--- src/rtl/rcs_pkg.sv ---
package rcs_pkg;
    localparam int NUM_FLAGS = 3;
    localparam int FLAG_POR  = 0;
    localparam int FLAG_WDT  = 1;
    localparam int FLAG_HF   = 2;
    localparam logic [NUM_FLAGS-1:0] FLAG_POR_INIT = 3'b001;

    typedef enum logic [0:0] {
        SEQ_RUN  = 1'b0,
        SEQ_FIRE = 1'b1
    } seq_state_e;
endpackage

--- src/rtl/rcs_fault_detect.sv ---
module rcs_fault_detect #(
    parameter int PC_W = 16
) (
    input  logic            fetch_vld_i,
    input  logic [PC_W-1:0] fetch_addr_i,
    input  logic [PC_W-1:0] mem_size_i,
    input  logic            hfie_i,
    input  logic            dbg_mode_i,
    input  logic            dbg_en_i,
    output logic            hf_flag_evt_o,
    output logic            hf_reset_evt_o,
    output logic            hf_irq_evt_o
);
    logic out_of_range;
    logic dbg_hold;

    always_comb begin
        out_of_range   = fetch_vld_i && (fetch_addr_i >= mem_size_i);
        dbg_hold       = dbg_mode_i && !dbg_en_i;
        hf_irq_evt_o   = out_of_range && hfie_i;
        hf_flag_evt_o  = out_of_range && !hfie_i;
        hf_reset_evt_o = hf_flag_evt_o && !dbg_hold;
    end
endmodule

--- src/rtl/rcs_flags.sv ---
module rcs_flags #(
    parameter int                    NUM      = 3,
    parameter logic [NUM-1:0]        POR_INIT = '0
) (
    input  logic           clk,
    input  logic           rst_i,
    input  logic [NUM-1:0] set_i,
    input  logic [NUM-1:0] clr_i,
    output logic [NUM-1:0] flags_o
);
    for (genvar i = 0; i < NUM; i++) begin : g_flag
        logic flag_q;

        always_ff @(posedge clk or posedge rst_i) begin
            if (rst_i) begin
                flag_q <= POR_INIT[i];
            end else if (set_i[i]) begin
                flag_q <= 1'b1;
            end else if (clr_i[i]) begin
                flag_q <= 1'b0;
            end
        end

        assign flags_o[i] = flag_q;

        // a set in the same cycle as a clear leaves the flag at 1
        p_set_wins_r9: assert property (@(posedge clk) disable iff (rst_i)
            set_i[i] |=> flags_o[i]);

        // with neither a set nor a clear, the flag keeps its value
        p_flag_hold_r7: assert property (@(posedge clk) disable iff (rst_i)
            (!set_i[i] && !clr_i[i]) |=> $stable(flags_o[i]));
    end
endmodule

--- src/rtl/rcs_seq.sv ---
module rcs_seq
    import rcs_pkg::*;
(
    input  logic clk,
    input  logic rst_i,
    input  logic wdt_req_i,
    input  logic hf_reset_evt_i,
    input  logic hf_irq_evt_i,
    output logic sys_rst_o,
    output logic hf_irq_o
);
    seq_state_e state_q, state_nx;
    logic       rst_q;
    logic       irq_q;
    logic       cause;

    assign cause = wdt_req_i || hf_reset_evt_i;

    always_comb begin
        state_nx = state_q;
        unique case (state_q)
            SEQ_RUN:  if (cause) state_nx = SEQ_FIRE;
            SEQ_FIRE: state_nx = SEQ_RUN;
            default:  state_nx = SEQ_RUN;
        endcase
    end

    always_ff @(posedge clk or posedge rst_i) begin
        if (rst_i) begin
            state_q <= SEQ_RUN;
        end else begin
            state_q <= state_nx;
        end
    end

    always_ff @(posedge clk or posedge rst_i) begin
        if (rst_i) begin
            rst_q <= 1'b0;
            irq_q <= 1'b0;
        end else begin
            rst_q <= (state_nx == SEQ_FIRE);
            irq_q <= hf_irq_evt_i;
        end
    end

    assign sys_rst_o = rst_q;
    assign hf_irq_o  = irq_q;

    // the reset request lasts one cycle only
    p_single_pulse_r10: assert property (@(posedge clk) disable iff (rst_i)
        sys_rst_o |=> !sys_rst_o);

    // an unsuppressed fault seen while idle produces the request
    p_hf_reset_r2: assert property (@(posedge clk) disable iff (rst_i)
        (hf_reset_evt_i && state_q == SEQ_RUN) |=> sys_rst_o);
endmodule

--- src/rtl/rcs_regif.sv ---
module rcs_regif #(
    parameter int ADDR_W = 4,
    parameter int DATA_W = 8,
    parameter int NUM    = 3
) (
    input  logic              bus_en_i,
    input  logic              bus_we_i,
    input  logic [ADDR_W-1:0] bus_addr_i,
    input  logic [DATA_W-1:0] bus_wdata_i,
    input  logic [NUM-1:0]    flags_i,
    output logic [NUM-1:0]    clr_o,
    output logic [DATA_W-1:0] bus_rdata_o
);
    localparam logic [ADDR_W-1:0] STAT_OFS = '0;

    logic hit;
    logic unused_wdata_hi;

    assign hit             = (bus_addr_i == STAT_OFS);
    assign unused_wdata_hi = ^bus_wdata_i[DATA_W-1:NUM];

    always_comb begin
        clr_o       = '0;
        bus_rdata_o = '0;
        if (bus_en_i && bus_we_i && hit) begin
            clr_o = bus_wdata_i[NUM-1:0];
        end
        if (hit) begin
            bus_rdata_o[NUM-1:0] = flags_i;
        end
    end
endmodule

--- src/rtl/reset_cause_unit.sv ---
module reset_cause_unit
    import rcs_pkg::*;
#(
    parameter int PC_W   = 16,
    parameter int ADDR_W = 4,
    parameter int DATA_W = 8
) (
    input  logic              clk,
    input  logic              por_i,
    input  logic              wdt_req_i,
    input  logic              fetch_vld_i,
    input  logic [PC_W-1:0]   fetch_addr_i,
    input  logic [PC_W-1:0]   mem_size_i,
    input  logic              hfie_i,
    input  logic              dbg_mode_i,
    input  logic              dbg_en_i,
    input  logic              bus_en_i,
    input  logic              bus_we_i,
    input  logic [ADDR_W-1:0] bus_addr_i,
    input  logic [DATA_W-1:0] bus_wdata_i,
    output logic [DATA_W-1:0] bus_rdata_o,
    output logic              flag_por_o,
    output logic              flag_wdt_o,
    output logic              flag_hf_o,
    output logic              sys_rst_o,
    output logic              hf_irq_o
);
    logic                 hf_flag_evt;
    logic                 hf_reset_evt;
    logic                 hf_irq_evt;
    logic [NUM_FLAGS-1:0] set_vec;
    logic [NUM_FLAGS-1:0] clr_vec;
    logic [NUM_FLAGS-1:0] flags;

    rcs_fault_detect #(.PC_W(PC_W)) u_detect (
        .fetch_vld_i    (fetch_vld_i),
        .fetch_addr_i   (fetch_addr_i),
        .mem_size_i     (mem_size_i),
        .hfie_i         (hfie_i),
        .dbg_mode_i     (dbg_mode_i),
        .dbg_en_i       (dbg_en_i),
        .hf_flag_evt_o  (hf_flag_evt),
        .hf_reset_evt_o (hf_reset_evt),
        .hf_irq_evt_o   (hf_irq_evt)
    );

    always_comb begin
        set_vec           = '0;
        set_vec[FLAG_WDT] = wdt_req_i;
        set_vec[FLAG_HF]  = hf_flag_evt;
    end

    rcs_flags #(.NUM(NUM_FLAGS), .POR_INIT(FLAG_POR_INIT)) u_flags (
        .clk     (clk),
        .rst_i   (por_i),
        .set_i   (set_vec),
        .clr_i   (clr_vec),
        .flags_o (flags)
    );

    rcs_regif #(.ADDR_W(ADDR_W), .DATA_W(DATA_W), .NUM(NUM_FLAGS)) u_regif (
        .bus_en_i    (bus_en_i),
        .bus_we_i    (bus_we_i),
        .bus_addr_i  (bus_addr_i),
        .bus_wdata_i (bus_wdata_i),
        .flags_i     (flags),
        .clr_o       (clr_vec),
        .bus_rdata_o (bus_rdata_o)
    );

    rcs_seq u_seq (
        .clk            (clk),
        .rst_i          (por_i),
        .wdt_req_i      (wdt_req_i),
        .hf_reset_evt_i (hf_reset_evt),
        .hf_irq_evt_i   (hf_irq_evt),
        .sys_rst_o      (sys_rst_o),
        .hf_irq_o       (hf_irq_o)
    );

    assign flag_por_o = flags[FLAG_POR];
    assign flag_wdt_o = flags[FLAG_WDT];
    assign flag_hf_o  = flags[FLAG_HF];

    // a debug-suppressed fault with no watchdog request gives no reset
    p_dbg_no_reset_r3: assert property (@(posedge clk) disable iff (por_i)
        (fetch_vld_i && fetch_addr_i >= mem_size_i && !hfie_i
         && dbg_mode_i && !dbg_en_i && !wdt_req_i) |=> !sys_rst_o);

    // a watchdog request sets its flag
    p_wdt_flag_r6: assert property (@(posedge clk) disable iff (por_i)
        wdt_req_i |=> flag_wdt_o);

    // writing 1 to bit 0 at offset 0 clears the power-on flag
    p_por_clear_r8: assert property (@(posedge clk) disable iff (por_i)
        (bus_en_i && bus_we_i && bus_addr_i == '0 && bus_wdata_i[0]) |=> !flag_por_o);

    // an out-of-range fetch with the interrupt enabled pulses the interrupt
    p_irq_pulse_r4: assert property (@(posedge clk) disable iff (por_i)
        (fetch_vld_i && fetch_addr_i >= mem_size_i && hfie_i) |=> hf_irq_o);
endmodule

--- config.mk ---
export PLATFORM = sky130hd
export DESIGN_NAME = reset_cause_unit
export DESIGN_NICKNAME = d
export VERILOG_FILES = /design/src/rtl/rcs_pkg.sv /design/src/rtl/rcs_fault_detect.sv /design/src/rtl/rcs_flags.sv /design/src/rtl/rcs_seq.sv /design/src/rtl/rcs_regif.sv /design/src/rtl/reset_cause_unit.sv
export SDC_FILE = /design/constraint.sdc
export NUM_CORES = 1
export LEC_CHECK = 0
export ABC_AREA = 0
export BUFFER_PORTS_ARGS = -buffer_cell sky130_fd_sc_hd__buf_2
export CORE_ASPECT_RATIO = 0.7
export CORE_MARGIN = 8
export CORE_UTILIZATION = 37
export DETAILED_ROUTE_END_ITERATION = 10
export PLACE_DENSITY = 0.91
export SYNTH_ARGS = -nofsm -noshare
export SYNTH_HDL_FRONTEND = slang
export SYNTH_HIERARCHICAL = 1
export SYNTH_SLANG_ARGS = --single-unit
--- constraint.sdc ---
create_clock -name clk -period 1.38 [get_ports clk]
set_clock_uncertainty 0.15 [all_clocks]
set_input_delay 0.276 -clock clk [delete_from_list [all_inputs] [get_ports clk]]
set_output_delay 0.276 -clock clk [all_outputs]
set_load 0.03 [all_outputs]
# ---- Yosys cells after proc, flatten, opt, wreduce, memory -nomap -nowiden
# Cells that the tools add are included.
dict set report classes {
  n_addsub 0
  multipliers 0
  n_div 0
  order_cmp 1
  eq_ne 0
  shift 0
  mux 8
  bitwise 1
  n_reduce_logical 14
}
# operator n
set ops {}
lappend ops {{16-bit >= comparator} 1}
lappend ops {{1-bit logical AND} 7}
lappend ops {{3-bit 2-to-1 mux} 2}
lappend ops {{1-bit 2-to-1 mux} 5}
lappend ops {{4-bit logical NOT} 1}
lappend ops {{2-bit nonzero test} 2}
lappend ops {{1-bit logical NOT} 3}
lappend ops {{1-bit one-hot mux with 2 select lines} 1}
lappend ops {{1-bit logical OR} 1}
lappend ops {{1-bit NOT} 1}
dict set report word_totals {
  reg_bits 5
  latch_bits 0
  ram_bits 0
  mem_bits_ro 0
  inputBits 53
  word_cells 29
  mem_count 0
}

# ---- Depth between registers and ports, before layout
# Gate-level depths: netlist (run 1).
dict set report depth {
  word_depth 7
  mapped_depth 8
}

# ---- By module
# The synthesis (run 1) kept the hierarchy.
# module instances cells_per_inst area_each_um2
set by_module_without_submodules {}
lappend by_module_without_submodules {rcs_fault_detect 1 60 436.7}
lappend by_module_without_submodules {rcs_flags 1 13 136.4}
lappend by_module_without_submodules {rcs_regif 1 13 102.6}
lappend by_module_without_submodules {rcs_seq 1 4 63.8}
lappend by_module_without_submodules {reset_cause_unit 1 1 3.8}

# ---- Worst setup path after synthesis (run 1)
# Ideal clock, no wire load.
dict set report synth_path {
  kind {in2reg}
  start {input port fetch_addr_i[0]}
  end {register u_seq.rst_q (netlist: u_seq/sys_rst_o)}
  t_arrival_ns 1.823
  required_time_ns 1.111
  slack_ns -0.712
  cell_stages 8
  cell_sequence {inv_1 ha_1 nand2b_1 a2111oi_0 o32ai_2 a211oi_2 nor3_2 o21ba_1}
}
dict set report synth_via {
  elab_chain_len 7
}
# item line
set synth_lines {}
lappend synth_lines {{from (decl)} reset_cause_unit.sv:12} ;# input logic [PC_W-1:0] fetch_addr_i,
lappend synth_lines {{16-bit >= comparator} rcs_fault_detect.sv:18} ;# out_of_range = fetch_vld_i && (fetch_addr_i >= mem_size_i);
lappend synth_lines {{1-bit logical AND} rcs_fault_detect.sv:18}
lappend synth_lines {{1-bit logical AND} rcs_fault_detect.sv:21} ;# hf_flag_evt_o = out_of_range && !hfie_i;
lappend synth_lines {{1-bit logical AND} rcs_fault_detect.sv:22} ;# hf_reset_evt_o = hf_flag_evt_o && !dbg_hold;
lappend synth_lines {{net hf_reset_evt} reset_cause_unit.sv:29} ;# logic hf_reset_evt;
lappend synth_lines {{1-bit logical OR} rcs_seq.sv:17} ;# assign cause = wdt_req_i || hf_reset_evt_i;
lappend synth_lines {{1-bit 2-to-1 mux} rcs_seq.sv:22} ;# SEQ_RUN: if (cause) state_nx = SEQ_FIRE;
lappend synth_lines {{1-bit one-hot mux with 2 select lines} rcs_seq.sv:21} ;# unique case (state_q)
lappend synth_lines {{net u_seq.state_nx} rcs_seq.sv:12} ;# seq_state_e state_q, state_nx;
lappend synth_lines {{to (signal assigned)} rcs_seq.sv:41} ;# rst_q <= (state_nx == SEQ_FIRE);
lappend synth_lines {{to (decl)} rcs_seq.sv:13} ;# logic rst_q;
# The timed path passes the listed nets, and every way through them passes these cells.
# A chain may end at the register's enable or synchronous reset.

# ---- Worst setup path in the final report (run 1)
dict set report layout_path {
  start {input port mem_size_i[10]}
  end {register u_seq.rst_q (netlist: u_seq/sys_rst_o)}
}
dict set report layout_via {
  elab_chain_len 7
}
# item line
set layout_lines {}
lappend layout_lines {{from (decl)} reset_cause_unit.sv:13} ;# input logic [PC_W-1:0] mem_size_i,
lappend layout_lines {{16-bit >= comparator} rcs_fault_detect.sv:18}
lappend layout_lines {{1-bit logical AND} rcs_fault_detect.sv:18}
lappend layout_lines {{1-bit logical AND} rcs_fault_detect.sv:21}
lappend layout_lines {{1-bit logical AND} rcs_fault_detect.sv:22}
lappend layout_lines {{net hf_reset_evt} reset_cause_unit.sv:29}
lappend layout_lines {{1-bit logical OR} rcs_seq.sv:17}
lappend layout_lines {{1-bit 2-to-1 mux} rcs_seq.sv:22}
lappend layout_lines {{1-bit one-hot mux with 2 select lines} rcs_seq.sv:21}
lappend layout_lines {{net u_seq.state_nx} rcs_seq.sv:12}
# The timed path passes the listed nets, and every way through them passes these cells.

==> results of run 1 <==
==> worst max-delay path: stages <==
cell,delay [ps]
buf_8,90
inv_12,30
ha_4,250
nand4_1,110
or4_4,510
o32ai_4,270
a211oi_4,70
nor3_2,110
o21ba_1,130
==> registers in the layout (all words and copies together) (netlist names) <==
signal,cells
u_flags/g_flag.flag_q,3
u_seq/hf_irq_o,1
u_seq/sys_rst_o,1
==> power groups by stage <==
stage,clock network (mW),registers [mW],logic [mW]
after floorplan,0,0.168,0.173
after global placement,0,0.160,0.279
after detailed placement,0,0.160,0.289
after CTS,0.179,0.158,0.325
after global routing,0.186,0.160,0.381
final,0.176,0.159,0.347
==> layer usage <==
metal / up-vias / share of wire, % / GRT usage (%)
met2: 28 / 56 / 24.7
met4: 0 / 0.76 / 5.08
met1: 380 / 38 / 11.7
li1: 410 / - / -
met3: 2 / 5.2 / 1.87
met5: - / 0 / 0
==> cells in the final DEF, fill, tap and decap left out, types with 4 or more instances in the layout <==
cell     synthesis  routed
buf_2            0      44
buf_6            0       9
inv_2            0       4
conb_1           2       6
nand2_1          4       4
a21oi_1          5       5
dfrtp_1          4       4
buf_4            8       4
a21o_1           4       4
ha_4             0       6
ha_1            16      10
inv_1           23      16
==> area by class of cell <==
type / count / area, µm² / share of cell area, %
multi-input combinational: 59 / 622 / 47.7
clock buffer: 4 / 26.3 / 2.02
tap: 22 / 27.5 / 2.11
inverter: 23 / 109 / 8.36
timing repair buffer: 60 / 392 / 30.1
sequential: 5 / 126 / 9.70
==> worst paths after layout <==
kind	endpoint	slack [ps]	startpoint	cells past startpoint
worst max-delay path	u_seq/sys_rst_o	-430	mem_size_i[10]	9
worst min-delay path	u_flags/g_flag[1].flag_q	110	wdt_req_i	2
worst max register to register	u_flags/g_flag[0].flag_q	520	u_flags/g_flag[0].flag_q	1
worst min register to register	u_seq/sys_rst_o	370	u_seq/sys_rst_o	1
max in group asynchronous	u_flags/g_flag[0].flag_q	530	por_i	3
min in group asynchronous	u_seq/hf_irq_o	310	por_i	3
==> cell families (layout without fill, tap and decap cells) <==
family / after synthesis / count (layout) / share of synthesized area, %
fa+ha+maj: 16 / 16 / 26.9
compound gates: 16 / 16 / 17.0
buf+inv: 31 / 87 / 19.7
other cells: 2 / 6 / 1.01
flops: 5 / 5 / 17.0
simple gates: 21 / 21 / 18.4
==> what timing repair did <==
action,CTS,global route
gates resized for setup,22,6
hold buffers,1,0
endpoints found under the hold margin,5,0
pin swaps,9,6
buffers inserted,2,1
endpoints found under the setup margin,7,9
==> metrics, run 1 <==
FP Rows=13; ANT cells=0; Sink Count=5; syn avg cell area=between 8 and 9 µm²; Required @ worst endpoint=1410 ps; Yosys cell types=24; net switching power=242 µW; design area=1300 µm²; worst hold margin=between 100 and 150 ps; Nets=around 220; Final Hold Fails=0; Sw Ratio=between 30% and 40%; Synth warnings=6; placed insts=approximately 170; final period utilization=131%; die width=between 60 and 70 µm; setup TNS=-1490 ps; post-synthesis sequential area ratio=17.0%; ratio of cells with drive above 1 in the final layout=a little under three fifths; clock power share=approximately a quarter; largest net degree at the start of global routing=6; root buf cell=clkbuf_4; die area=3720 µm²; Synth Cell Area=around 740 µm²; gpl congestion=0.791; WL/cell=around 14 µm; Post-DP HPWL=2.00 mm; antenna violations before repair=0; Fmax achieved=0.552 GHz; synthesized flop and latch total=5; fin. max-slew vios=0; outcome=finished, violations left; iteration count of the initial detailed-routing pass=4; Clock Tree Buf Depth=2; post-synthesis async set-or-reset flop share=100%; Final Power=681 µW; cell with the most instances after synthesis=inv_1; sequential share of power=between 20% and 30%; placed inst area=roughly 1100 µm²; Final min period=about 1800 ps; clock-pin slew on the worst setup and hold paths=around 50 ps; leakage=around 0.69 nW; final setup violation count=6; top post-synthesis cells by count=inv_1, ha_1, buf_4, a21oi_1; Post-Syn Instances=between 90 and 100; final worst slack=-432 ps; via count=between 800 and 900; CTS tree=yes; clock buffer count from CTS=3; failing checks=setup timing; IO Port Bufs=between 50 and 60; vias in the first global route=approximately 900; via/cell ratio=between 4 and 5; GR Overflow Total=0; RSZ-0062 raised after global routing=true; WS Path Type=input pin to flip-flop; Post-Layout Cell Count=between 150 and 200; Worst Setup End Kind=flip-flop; Initial Util=between 30 and 40%; top_reg_cell synth=dfrtp_1; EDFF count, synth=0; nature of the critical path startpoint=input pin; drc violations=0; Tot GR Track Use=between 10% and 20%; maxcap violations=0; fin util=69.6%; HP Class=input pin to flip-flop; CTS H-Tree Depth=1; Peak VDD IR=~410 µV; DR iter-0 viols=29; top-area cell type share of the netlist area=a little over a quarter; Die Span Y=approximately 54 µm; Comb power frac=between 50 and 60%; Critical Path Fanout Max=3; final WL=around 2.5 mm; Cell Pwr Density=~520 nW/µm²; post-placement setup slack=-800 ps; leading area contributor after synthesis=ha_1; internal power=about 440 µW; fillers=approximately 150; post-route antenna net violation count=0; Arr. time, crit path=1850 ps; Layout area overhead=75.3%; top cells by area, synth=ha_1, dfrtp_1, inv_1; Core Area=around 1900 µm²; I/O Pins=66; Clock Latency Late Sink=240 ps; first-pass GRT wire length=3.72 mm
(Power assumes the default switching activity.)
==> run 2, diff against run 1 <==
Settings changed: CTS_BUF_LIST from default to sky130_fd_sc_hd__clkbuf_16.
==> run 2 against run 1 <==
Effect of this change: the run still ends with setup timing left; final area is 6.0% higher; clock power rose to 2.7 times the previous value; maximum frequency is 3.2% lower; non-clock buffer count grew 1; sequential share of layout area down 0.55 points; total power is 47% higher; largest cell class unchanged.
==> metrics, run 2 (synthesized netlist as in run 1, its figures left out) <==
outcome=finished, violations left; failing checks=setup timing; WL/cell=~16 µm; crit path launch=mem_size_i[10]; Final min period=around 1900 ps; largest net degree at the start of global routing=6; Multi-input gate area=641 µm²; Worst Setup End Kind=flip-flop; root buf cell=clkbuf_16; Critical Path Fanout Max=3; die area=roughly 3700 µm²; via count=about 860; design area=~1400 µm²; max FFs per register=3; CTS tree=yes; Cell Pwr Density=725 nW/µm²; reg-to-reg startpoint=u_flags/g_flag[0].flag_q; Clock Tree Buf Depth=2; via/cell ratio=approximately 4.9; nature of the critical path startpoint=input pin; gpl congestion=0.791; iteration count of the initial detailed-routing pass=5; Sink Count=5; leakage=roughly 0.72 nW; Post-DP HPWL=2.00 mm; final WL=2.75 mm; final period utilization=136%; clock-pin slew on the worst setup and hold paths=about 40 ps; ratio of cells with drive above 1 in the final layout=59.9%; clock buffer count from CTS=3; Nets=222; final worst slack=-493 ps; largest reg by FF count=u_flags/g_flag.flag_q; Arr. time, crit path=1890 ps; placed inst area=around 1100 µm²; DR iter-0 viols=55; Layout area overhead=85.7%; final setup violation count=6; Reg area=roughly 130 µm²; post-route antenna net violation count=0; fin. max-slew vios=0; Final Hold Fails=0; I/O Pins=66; Required @ worst endpoint=about 1400 ps; GR Overflow Total=0; Die Span Y=between 50 and 60 µm; fillers=between 100 and 150; most common cell after layout, fill and taps aside=buf_2; IO Port Bufs=55; WS Path Type=input pin to flip-flop; commonest cells after routing, fill and taps aside=buf_2, inv_1, buf_6; RSZ-0062 raised after global routing=true; HP Class=input pin to flip-flop; worst hold margin=~130 ps; Peak VDD IR=576 µV; drc violations=0; Final Power=1.00 mW; FP Rows=13; setup TNS=-1750 ps; die width=between 60 and 70 µm; Core Area=around 1900 µm²; hold path startpoint=wdt_req_i; antenna violations before repair=0; Initial Util=about two fifths; CTS H-Tree Depth=1; vias in the first global route=approximately 900; Tot GR Track Use=13.6%; Fmax achieved=about 0.53 GHz; first-pass GRT wire length=4.06 mm; Clock Latency Late Sink=between 200 and 250 ps; ANT cells=0; maxcap violations=0
-- run 2: cell types whose count changed in the layout (fill, tap and decap cells not counted), moves of 2 or more --
cell       before  now
clkbuf_16       0    3
clkbuf_4        3    0
inv_2           4    6
buf_4           4    6
-- run 2: worst paths after layout --
kind	endpoint	slack (ps)	cells after the start
hold reg to reg	u_seq/sys_rst_o	360	1
hold / removal	u_flags/g_flag[1].flag_q	130	2
min in group asynchronous	u_seq/hf_irq_o	310	3
setup / recovery	u_flags/g_flag[2].flag_q	-490	9
setup reg to reg	u_flags/g_flag[0].flag_q	530	1
max in group asynchronous	u_flags/g_flag[0].flag_q	540	3
-- run 2: timing repair --
| item | in CTS | in global routing |
|---|---|---|
| hold buffers | 1 | 0 |
| setup endpoints to repair | 7 | 8 |
| hold endpoints to repair | 5 | 0 |
| gates resized for setup | 23 | 9 |
| buffers inserted | 2 | 1 |
| pin swaps | 9 | 9 |
-- run 2: through the flow --
| stage | utilization (%) | setup slack (ps) | std cells |
|---|---|---|---|
| after floorplan | - | -516 | 95 |
| after global placement | 60.3 | -737 | 167 |
| after detailed placement | 60.3 | -800 | 167 |
| after CTS | 71.0 | -428 | 174 |
| after global routing | 73.8 | -557 | 174 |
| final | 73.8 | -493 | 174 |
-- run 2: layout make-up --
| class | count | share of cell area [%] |
|---|---|---|
| multi-input combinational | 59 | 46.4 |
| timing repair buffer | 61 | 28.8 |
| sequential | 5 | 9.16 |
| inverter | 23 | 7.89 |
| clock buffer | 3 | 5.44 |
| tap | 22 | 1.99 |
| clock inverter | 1 | 0.272 |
-- run 2: where the power goes --
group	total (mW)	switching (mW)	internal, mW
combinational	0.361	0.182	0.179
clock	0.480	0.103	0.376
sequential	0.160	0.00458	0.155
-- run 2: critical path, stage by stage --
cell	delay, ps
buf_8	90
inv_12	30
ha_4	250
nand4_1	130
or4_4	520
o32ai_4	250
a211oi_4	70
nor2_1	150
a21o_1	110
-- run 2: layer usage --
layer  share of wire [%]  global-route usage, %  vias to the layer above
li1                    -                      -                      410
met1                  37                   13.4                      392
met2                  55                   27.8                       50
met3                 7.0                   2.61                        6
met4                 1.1                   6.10                        0
met5                   0                      0                        -
